<file path="src/rtl/nbi_pkg.sv">
package nbi_pkg;
    localparam int NIB_W = 4;

    typedef enum logic [1:0] {
        ACC_IDLE  = 2'd0,
        ACC_READ  = 2'd1,
        ACC_WRITE = 2'd2
    } acc_state_t;

    // {address bit, read line}
    typedef enum logic [1:0] {
        SEL_TX   = 2'b00,
        SEL_RX   = 2'b01,
        SEL_CTL  = 2'b10,
        SEL_STAT = 2'b11
    } reg_sel_t;
endpackage

</file>
<file path="src/rtl/nbi_sync.sv">
module nbi_sync #(
    parameter int W = 1,
    parameter int STAGES = 2,
    parameter logic [W-1:0] RST_VAL = '0
) (
    input  logic         clk,
    input  logic         rst_n,
    input  logic [W-1:0] d,
    output logic [W-1:0] q
);
    logic [W-1:0] chain [STAGES];

    always_ff @(posedge clk or negedge rst_n) begin
        if (!rst_n) begin
            for (int k = 0; k < STAGES; k++) chain[k] <= RST_VAL;
        end else begin
            chain[0] <= d;
            for (int k = 1; k < STAGES; k++) chain[k] <= chain[k-1];
        end
    end

    assign q = chain[STAGES-1];
endmodule

</file>
<file path="src/rtl/nbi_access_fsm.sv">
module nbi_access_fsm import nbi_pkg::*; (
    input  logic clk,
    input  logic rst_n,
    input  logic pdn,
    input  logic strobe_s,
    input  logic sel_n_s,
    input  logic rd_s,
    output logic snap,
    output logic wr_fire,
    output logic rd_done,
    output logic bus_oe
);
    acc_state_t state, nxt;
    logic strobe_d;
    logic rise, fall;

    assign rise = strobe_s & ~strobe_d;
    assign fall = ~strobe_s & strobe_d;

    always_ff @(posedge clk or negedge rst_n) begin
        if (!rst_n) begin
            state    <= ACC_IDLE;
            strobe_d <= 1'b0;
        end else begin
            strobe_d <= strobe_s;
            state    <= pdn ? ACC_IDLE : nxt;
        end
    end

    always_comb begin
        nxt = state;
        unique case (state)
            ACC_IDLE:  if (rise && !sel_n_s) nxt = rd_s ? ACC_READ : ACC_WRITE;
            ACC_READ:  if (sel_n_s || fall) nxt = ACC_IDLE;
            ACC_WRITE: if (sel_n_s || fall) nxt = ACC_IDLE;
            default:   nxt = ACC_IDLE;
        endcase
    end

    always_comb begin
        snap    = 1'b0;
        wr_fire = 1'b0;
        rd_done = 1'b0;
        bus_oe  = 1'b0;
        unique case (state)
            ACC_IDLE:  snap = rise && !sel_n_s && rd_s && !pdn;
            ACC_READ: begin
                bus_oe  = 1'b1;
                rd_done = fall && !sel_n_s && !pdn;
            end
            ACC_WRITE: wr_fire = fall && !sel_n_s && !pdn;
            default: ;
        endcase
    end

    assert_oe_start_R2: assert property (@(posedge clk) disable iff (!rst_n)
        $rose(bus_oe) |-> $past(!sel_n_s && rd_s && strobe_s));
    assert_oe_off_in_pdn_R10: assert property (@(posedge clk) disable iff (!rst_n)
        pdn |=> !bus_oe);
    assert_no_write_unselected_R11: assert property (@(posedge clk) disable iff (!rst_n)
        wr_fire |-> !sel_n_s);
endmodule

</file>
<file path="src/rtl/nbi_ctl.sv">
module nbi_ctl #(
    parameter int W = 4
) (
    input  logic         clk,
    input  logic         rst_n,
    input  logic         pdn,
    input  logic         wr_tx,
    input  logic         wr_ctl,
    input  logic [W-1:0] wdata,
    output logic [W-1:0] tx_digit,
    output logic         tone_tx_en,
    output logic         det_en,
    output logic [1:0]   cpt_freq,
    output logic         cpt_tx_en
);
    logic sel_b_pend;

    always_ff @(posedge clk or negedge rst_n) begin
        if (!rst_n) begin
            tx_digit <= '0; tone_tx_en <= 1'b0; det_en <= 1'b0;
            cpt_freq <= '0; cpt_tx_en <= 1'b0; sel_b_pend <= 1'b0;
        end else if (pdn) begin
            tx_digit <= '0; tone_tx_en <= 1'b0; det_en <= 1'b0;
            cpt_freq <= '0; cpt_tx_en <= 1'b0; sel_b_pend <= 1'b0;
        end else begin
            if (wr_tx) tx_digit <= wdata;
            if (wr_ctl) begin
                if (sel_b_pend) begin
                    cpt_freq   <= wdata[3:2];
                    cpt_tx_en  <= wdata[1];
                    sel_b_pend <= 1'b0;
                end else begin
                    det_en     <= wdata[2];
                    tone_tx_en <= wdata[0];
                    sel_b_pend <= wdata[3];
                end
            end
        end
    end

    assert_bank_one_shot_R6: assert property (@(posedge clk) disable iff (!rst_n)
        (wr_ctl && sel_b_pend && !pdn) |=> (!sel_b_pend && $stable(det_en) && $stable(tone_tx_en)));
    assert_pdn_clears_R10: assert property (@(posedge clk) disable iff (!rst_n)
        pdn |=> (!sel_b_pend && !det_en && !tone_tx_en && !cpt_tx_en && cpt_freq == 2'b00 && tx_digit == '0));
endmodule

</file>
<file path="src/rtl/nbi_status.sv">
module nbi_status (
    input  logic       clk,
    input  logic       rst_n,
    input  logic       pdn,
    input  logic       rx_evt,
    input  logic       cp_evt,
    input  logic       clr_en,
    input  logic [1:0] clr_mask,   // {digit, call progress} as reported
    output logic       sp_flag,
    output logic       cp_flag
);
    always_ff @(posedge clk or negedge rst_n) begin
        if (!rst_n) begin
            sp_flag <= 1'b0;
            cp_flag <= 1'b0;
        end else if (pdn) begin
            sp_flag <= 1'b0;
            cp_flag <= 1'b0;
        end else begin
            sp_flag <= rx_evt | (sp_flag & ~(clr_en & clr_mask[1]));
            cp_flag <= cp_evt | (cp_flag & ~(clr_en & clr_mask[0]));
        end
    end

    assert_set_wins_R9: assert property (@(posedge clk) disable iff (!rst_n)
        (!pdn && cp_evt && clr_en) |=> cp_flag);
    assert_reported_clear_R8: assert property (@(posedge clk) disable iff (!rst_n)
        (!pdn && clr_en && clr_mask[1] && !rx_evt) |=> !sp_flag);
    assert_sticky_R8: assert property (@(posedge clk) disable iff (!rst_n)
        (!pdn && cp_flag && !clr_en) |=> cp_flag);
endmodule

</file>
<file path="src/rtl/nbi_regif.sv">
module nbi_regif import nbi_pkg::*; #(
    parameter int SYNC_STAGES = 2
) (
    input  logic             clk,
    input  logic             rst_n,
    input  logic             pdn,
    input  logic             strobe,
    input  logic             sel_n,
    input  logic             reg_addr,
    input  logic             rd_nwr,
    input  logic [NIB_W-1:0] bus_in,
    output logic [NIB_W-1:0] bus_out,
    output logic             bus_oe,
    input  logic [NIB_W-1:0] rx_digit,
    input  logic             rx_invalid,
    input  logic             rx_evt,
    input  logic             cp_evt,
    output logic [NIB_W-1:0] tx_digit,
    output logic             tone_tx_en,
    output logic             det_en,
    output logic [1:0]       cpt_freq,
    output logic             cpt_tx_en
);
    localparam int CTL_W = 4;
    localparam logic [CTL_W-1:0] CTL_RST = 4'b0100;

    logic [CTL_W-1:0] ctl_s;
    logic [NIB_W-1:0] data_s;
    logic snap, wr_fire, rd_done;
    logic sp_flag, cp_flag;
    logic [NIB_W-1:0] rd_nib_q, stat_nib;
    logic rd_stat_q;
    logic [1:0] clr_mask_q;
    reg_sel_t cur_sel;

    nbi_sync #(.W(CTL_W), .STAGES(SYNC_STAGES), .RST_VAL(CTL_RST)) u_sync_ctl (
        .clk(clk), .rst_n(rst_n), .d({strobe, sel_n, reg_addr, rd_nwr}), .q(ctl_s));
    nbi_sync #(.W(NIB_W), .STAGES(SYNC_STAGES), .RST_VAL('0)) u_sync_data (
        .clk(clk), .rst_n(rst_n), .d(bus_in), .q(data_s));

    assign cur_sel = reg_sel_t'(ctl_s[1:0]);

    nbi_access_fsm u_fsm (
        .clk(clk), .rst_n(rst_n), .pdn(pdn),
        .strobe_s(ctl_s[3]), .sel_n_s(ctl_s[2]), .rd_s(ctl_s[0]),
        .snap(snap), .wr_fire(wr_fire), .rd_done(rd_done), .bus_oe(bus_oe));

    nbi_ctl #(.W(NIB_W)) u_ctl (
        .clk(clk), .rst_n(rst_n), .pdn(pdn),
        .wr_tx(wr_fire && cur_sel == SEL_TX),
        .wr_ctl(wr_fire && cur_sel == SEL_CTL),
        .wdata(data_s),
        .tx_digit(tx_digit), .tone_tx_en(tone_tx_en), .det_en(det_en),
        .cpt_freq(cpt_freq), .cpt_tx_en(cpt_tx_en));

    nbi_status u_status (
        .clk(clk), .rst_n(rst_n), .pdn(pdn),
        .rx_evt(rx_evt), .cp_evt(cp_evt),
        .clr_en(rd_done && rd_stat_q), .clr_mask(clr_mask_q),
        .sp_flag(sp_flag), .cp_flag(cp_flag));

    assign stat_nib = {rx_invalid, sp_flag, cp_flag, sp_flag | cp_flag};

    always_ff @(posedge clk or negedge rst_n) begin
        if (!rst_n) begin
            rd_nib_q <= '0; rd_stat_q <= 1'b0; clr_mask_q <= '0;
        end else if (pdn) begin
            rd_nib_q <= '0; rd_stat_q <= 1'b0; clr_mask_q <= '0;
        end else if (snap) begin
            rd_nib_q   <= (cur_sel == SEL_STAT) ? stat_nib : rx_digit;
            rd_stat_q  <= (cur_sel == SEL_STAT);
            clr_mask_q <= {sp_flag, cp_flag};
        end
    end

    assign bus_out = bus_oe ? rd_nib_q : '0;

    assert_no_drive_on_write_R2: assert property (@(posedge clk) disable iff (!rst_n)
        wr_fire |-> !bus_oe);
endmodule

</file>
<file path="config.mk">
export PLATFORM = sky130hd
export DESIGN_NAME = nbi_regif
export DESIGN_NICKNAME = d
export VERILOG_FILES = /design/src/rtl/nbi_pkg.sv /design/src/rtl/nbi_sync.sv /design/src/rtl/nbi_access_fsm.sv /design/src/rtl/nbi_ctl.sv /design/src/rtl/nbi_status.sv /design/src/rtl/nbi_regif.sv
export SDC_FILE = /design/constraint.sdc
export NUM_CORES = 1
export LEC_CHECK = 0
export ABC_AREA = 1
export CAP_MARGIN = 15
export CORE_UTILIZATION = 53
export CTS_CLUSTER_DIAMETER = 40
export CTS_CLUSTER_SIZE = 10
export DETAILED_ROUTE_END_ITERATION = 7
export PLACE_DENSITY = 0.81
export SETUP_SLACK_MARGIN = 0.05
export SLEW_MARGIN = 0
export SYNTH_ARGS = -nofsm -noshare
export SYNTH_HDL_FRONTEND = slang
export SYNTH_SLANG_ARGS = --single-unit
</file>
<file path="constraint.sdc">
create_clock -name clk -period 2.6 [get_ports clk]
set_input_delay 0.52 -clock clk [delete_from_list [all_inputs] [get_ports clk]]
set_output_delay 0.52 -clock clk [all_outputs]
set_load 0.02 [all_outputs]
</file>
==> results_dict.tcl, run 1 <==
set metrics [dict create \
    placed_cell_area_mm2 0.00188 \
    synth.distinct_cells 18 \
    antenna_found_initial 0 \
    core-area_mm2 0.00276 \
    p_leak_uw 0.00101 \
    fin_area_mm2 0.00194 \
    setup-tns-final_ps 0 \
    pre_cts_slack_ps 471 \
    rsz0062_at_grt "false" \
    die_x_um 56.1 \
    async_reset_ff_share_pct 100 \
    postLayoutSetupSlackWorst_ps 216 \
    portBuffers 31 \
    h-tree-depth 2 \
    syn_area_mm2 0.00155 \
    grt-ovfl-total 0 \
    viasPerCell 5.14 \
    grt_pass1_vias 1143 \
    dp_hpwl_um 2090 \
    multi_input_area_um2 503 \
    drv_slew 0 \
    wire_per_inst_um 12.4 \
    holdBufCountCts 0 \
    fillers 222 \
    postCtsSetupBuffers 0 \
    clockBufferDepth 2 \
    clk_latency_ps 350 \
    cp-start-kind "flip-flop" \
    numClockSinks 38 \
    synth_edf_count 0 \
    cts_tree "yes" \
    start_util_pct 56.2 \
    first_pass_iters 5 \
    cts_buffers 5 \
    syn_area_per_cell_um2 9.45 \
    hold_path_class "in2async" \
    areaGrowthSynthToFinish_pct 25.2 \
    finalSetupViolations 0 \
    grt_use_total_pct 21.3 \
    vias 1188 \
    period_needed_ps 2380 \
    drt_iter0_drc 64 \
    root_buffer "clkbuf_4" \
    synth.most_common_cell "nand2_1" \
    critPathArrivalTime_ps 1860 \
    relSlewSlack_pct 46.8 \
    dieArea_mm2 0.00314 \
    regArea_um2 953 \
    antenna_cells 0 \
    ios 32 \
    drc_errors 0 \
    cp-end-kind "output pin" \
    yosysWarnings 0 \
    drive_gt1_share_pct 8.00 \
    ant_nets 0 \
    synthTopCellsByCount "48 x nand2_1, 36 x dfrtp_1, 23 x nand3_1" \
    synth.area.top_cells "dfrtp_1 58%, nand2_1 12%, nand3_1 7.4%" \
    clock_skew_ps 13.6 \
    power_density_mw_per_mm2 536 \
    nets 220 \
    worstPathMaxFanout 7 \
    vdd.ir_drop.worst_uv 497 \
    required_ps 2080 \
    gp_congestion 0.868 \
    maxCapViolations 0 \
    fmax_mhz 419 \
    routed_wl_um 2870 \
    fin_crit_sh_pct 91.7 \
    die_h_um 56.1 \
    synth_area_leader_cell "dfrtp_1" \
    cts_resized 0 \
    synth_top_area_share_pct 58.2 \
    crit_type "reg2out" \
    clkTransAtPathRegs_ps 110 \
    seq_area_frac_synth_pct 61.6 \
    hold_violations 0 \
    tightest_slew_ps 798 \
    synth-seq-cells 38 \
    rows 19 \
    grt_max_degree 39 \
    syn_inst 164 \
    status "completed" \
    ys.flop_type "dfrtp_1" \
    synth_nets 185 \
    grt_pass1_wl_um 4970 \
]
report_power, final:
part	internal, µW	total [µW]	switching [µW]
clock	131	316	185
sequential	613	623	10.2
combinational	41.2	99.4	58.2
total	785	1040	254
worst paths after layout:
path | to | start | slack [ps] | cells past startpoint
min reg2reg | u_sync_ctl.q[3] | u_sync_ctl.chain[7] | 360 | 0
max in group asynchronous | u_ctl.tx_digit[0] | rst_n | 1840 | 1
max reg2reg | u_fsm.state[0] | u_fsm.state[0] | 1030 | 8
max | bus_out[0] | u_fsm.state[1] | 220 | 5
min in group clk | u_sync_ctl.q[3] | u_sync_ctl.chain[7] | 360 | 0
min | clr_mask_q[0] | rst_n | 230 | 1
critical path: stages (launching register included):
cell and delay, ps:
dfrtp_1 410, inv_1 80, ha_1 290, nand2_1 90, inv_1 60, clkdlybuf4s50_1 590
layout by cell type (no fill, tap or decap), drive strengths merged:
master / netlist / routed
dfstp: 2 / 2
dfrtp: 36 / 36
nand4: 4 / 4
nor2: 9 / 9
clkbuf: 1 / 7
nand3: 24 / 24
ha: 3 / 3
clkinv: 0 / 1
clkdlybuf4s50: 0 / 30
buf: 2 / 1
nand2: 50 / 50
o21ai: 12 / 12
inv: 21 / 21
registers in the layout, summed over array words and instances, names as in the netlist, 2 cells and up:
register / cells
rd_nib_q: 4
u_sync_data.chain: 4
u_sync_ctl.q: 4
u_sync_data.q: 4
u_ctl.tx_digit: 4
clr_mask_q: 2
u_fsm.state: 2
u_sync_ctl.chain: 4
u_ctl.cpt_freq: 2
layout make-up:
class / count / share of cell area [%]
Timing Repair Buffer: 31 / 15.7
Tap cell: 31 / 2.00
Clock inverter: 1 / 0.258
Sequential cell: 38 / 49.2
Clock buffer: 7 / 2.84
Inverter: 21 / 4.06
Multi-Input combinational cell: 102 / 25.9
layer usage:
| layer | routed length, µm | up-vias | global-route usage, % |
|---|---|---|---|
| met5 | 0 | - | 0 |
| met3 | 201 | 7 | 7.67 |
| li1 | - | 586 | - |
| met1 | 1230 | 555 | 25.8 |
| met4 | 45 | 0 | 9.41 |
| met2 | 1390 | 40 | 34.4 |
kinds of logic after synthesis:
| group | share of synthesized area, % |
|---|---|
| AND/OR/NAND/NOR | 26.2 |
| buffers and inverters | 5.98 |
| flip-flops | 61.6 |
| AO/OA/AOI/OAI | 3.88 |
| adder cells (fa/ha/maj) | 2.42 |
metrics by stage:
| stage | instances | hold slack, ps | util [%] | total power, µW |
|---|---|---|---|---|
| 6_report | 231 | 234 | 70.3 | 1040 |
| 5_1_grt | 231 | 293 | 70.3 | 1090 |
| 4_1_cts | 231 | 266 | 70.3 | 1050 |
| 3_5_place_dp | 223 | 337 | 68.1 | 735 |
| 3_3_place_gp | 223 | 333 | 68.1 | 732 |
| 2_1_floorplan | 164 | 224 | - | 684 |
Power figures use the tool's default switching activity.
==> run 2: changes to the inputs <==
==> constraint.sdc (replaced) <==
create_clock -name clk -period 2.6 [get_ports clk]
set_input_delay 0.52 -clock clk [delete_from_list [all_inputs] [get_ports clk]]
set_output_delay 0.52 -clock clk [all_outputs]
set_load 0.1 [all_outputs]
==> run 2 against run 1 <==
Effect of this change:
- power increased by 0.30%
- die area is the same
- hold slack improved by 26 ps
- sequential share of layout area rose by 0.74 points
- fmax up 19%
- sequential cell count stayed put
- critical path depth unchanged
- register-to-register slack got worse by 40 ps
- clock skew is 1.6 ps higher
- non-clock buffer count unchanged
- cell count unchanged
- largest power group unchanged
==> results_dict.tcl, run 2 (same netlist as run 1, synthesis figures left out) <==
set metrics [dict create \
    critPathArrivalTime_ps 1480 \
    final_cell_mix "48 x nand2_1, 36 x dfrtp_1, 23 x nand3_1, 20 x inv_1, 16 x clkdlybuf4s50_1" \
    worstPathMaxFanout 7 \
    h-tree-depth 2 \
    first_pass_iters 4 \
    routed_wl_um 2850 \
    vias 1174 \
    grt_use_total_pct 20.7 \
    hold_path_class "in2async" \
    drive_gt1_share_pct 16.0 \
    areaGrowthSynthToFinish_pct 23.3 \
    clock_skew_ps 15.1 \
    ant_nets 0 \
    rsz0062_at_grt "false" \
    vdd.ir_drop.worst_uv 434 \
    grt_max_degree 39 \
    cts_buffers 5 \
    die_x_um 56.1 \
    instances_no_fill 231 \
    viasPerCell 5.08 \
    ios 32 \
    period_needed_ps 2000 \
    drc_errors 0 \
    grt_pass1_wl_um 4840 \
    antenna_cells 0 \
    grt-ovfl-total 0 \
    die_h_um 56.1 \
    cp-start-kind "flip-flop" \
    clockPowerShare_pct 30.0 \
    clockBufferDepth 2 \
    relSlewSlack_pct 47.2 \
    clkTransAtPathRegs_ps 120 \
    switching_power_uw 258 \
    power_frac_comb_pct 10.1 \
    drv_slew 0 \
    wire_per_inst_um 12.3 \
    p_int_uw 784 \
    drt_iter0_drc 44 \
    clk_latency_ps 340 \
    antenna_found_initial 0 \
    cts_tree "yes" \
    root_buffer "clkbuf_4" \
    mostFrequentLayoutCell "nand2_1" \
    dp_hpwl_um 2100 \
    fmax_mhz 500 \
    setup-tns-final_ps 0 \
    holdBufCountCts 0 \
    maxCapViolations 0 \
    start_util_pct 56.2 \
    p_leak_uw 0.00104 \
    fin_crit_sh_pct 77.0 \
    sw_frac_of_total_pct 24.7 \
    core-area_mm2 0.00276 \
    status "completed" \
    tightest_slew_ps 792 \
    postCtsSetupBuffers 0 \
    cts_resized 0 \
    grt_pass1_vias 1163 \
    rows 19 \
    seq_power_share_pct 59.8 \
    numClockSinks 38 \
    nets 220 \
    hold_violations 0 \
    required_ps 2080 \
    gp_congestion 0.855 \
    finalSetupViolations 0 \
    crit_type "reg2out" \
    power_density_mw_per_mm2 545 \
    portBuffers 31 \
    placed_cells 223 \
    cp-end-kind "output pin" \
    dieArea_mm2 0.00314 \
]
run 2: changes by cell type in the layout (fill, tap and decap cells not counted):
cell / previous run / this run
clkinvlp_4: 0 / 1
ha_1: 3 / 2
ha_2: 0 / 1
clkbuf_1: 1 / 0
clkdlybuf4s50_1: 30 / 16
buf_4: 0 / 14
run 2: worst max-delay path, cell delays in order (launching register included):
cell and delay (ps):
dfrtp_1 410, inv_1 90, ha_2 260, nand2_1 70, inv_1 50, buf_4 280
run 2: per-layer routing:
layer  vias to the layer above  GRT usage (%)  share of wire [%]
met5                         -              0                  0
met4                         0           10.1                1.8
met3                         6           7.67                5.1
met2                        41           33.3                 47
met1                       540           24.4                 46
li1                        587              -                  -
run 2: cell type report:
| cell class | instances | area [µm²] |
|---|---|---|
| sequential | 38 | 953 |
| fill | 215 | 847 |
| multi-input combinational | 102 | 505 |
| timing repair buffer | 31 | 270 |
| inverter | 21 | 78.8 |
| clock buffer | 6 | 51.3 |
| tap | 31 | 38.8 |
| clock inverter | 2 | 12.5 |
run 2: power groups by stage:
stage | sequential, µW | clock [µW] | combinational (µW)
global route | 626 | 355 | 118
CTS | 624 | 328 | 107
floorplan | 634 | 0 | 56.1
detailed placement | 635 | 0 | 106
global placement | 634 | 0 | 104
finish | 623 | 313 | 106
run 2: worst paths after layout:
kind / startpoint / endpoint / slack, ps / cells past startpoint
setup / recovery: u_fsm.state[1] / bus_out[2] / 600 / 5
hold / removal: rst_n / u_ctl.tx_digit[2] / 260 / 1
setup reg to reg: u_fsm.state[0] / u_fsm.state[0] / 990 / 8
hold reg to reg: u_sync_ctl.chain[7] / u_sync_ctl.q[3] / 360 / 0
max in group asynchronous: rst_n / u_sync_ctl.chain[5] / 1840 / 1
min in group clk: u_sync_ctl.chain[7] / u_sync_ctl.q[3] / 360 / 0
run 2: metrics by stage:
stage / setup WS (ps) / util, % / area [µm²] / hold slack [ps] / total power (µW)
2_1_floorplan: 367 / - / 1550 / 224 / 690
3_3_place_gp: 550 / 67.0 / 1850 / 333 / 738
3_5_place_dp: 499 / 67.0 / 1850 / 336 / 741
4_1_cts: 579 / 69.3 / 1910 / 276 / 1060
5_1_grt: 436 / 69.3 / 1910 / 301 / 1100
6_report: 599 / 69.3 / 1910 / 260 / 1040
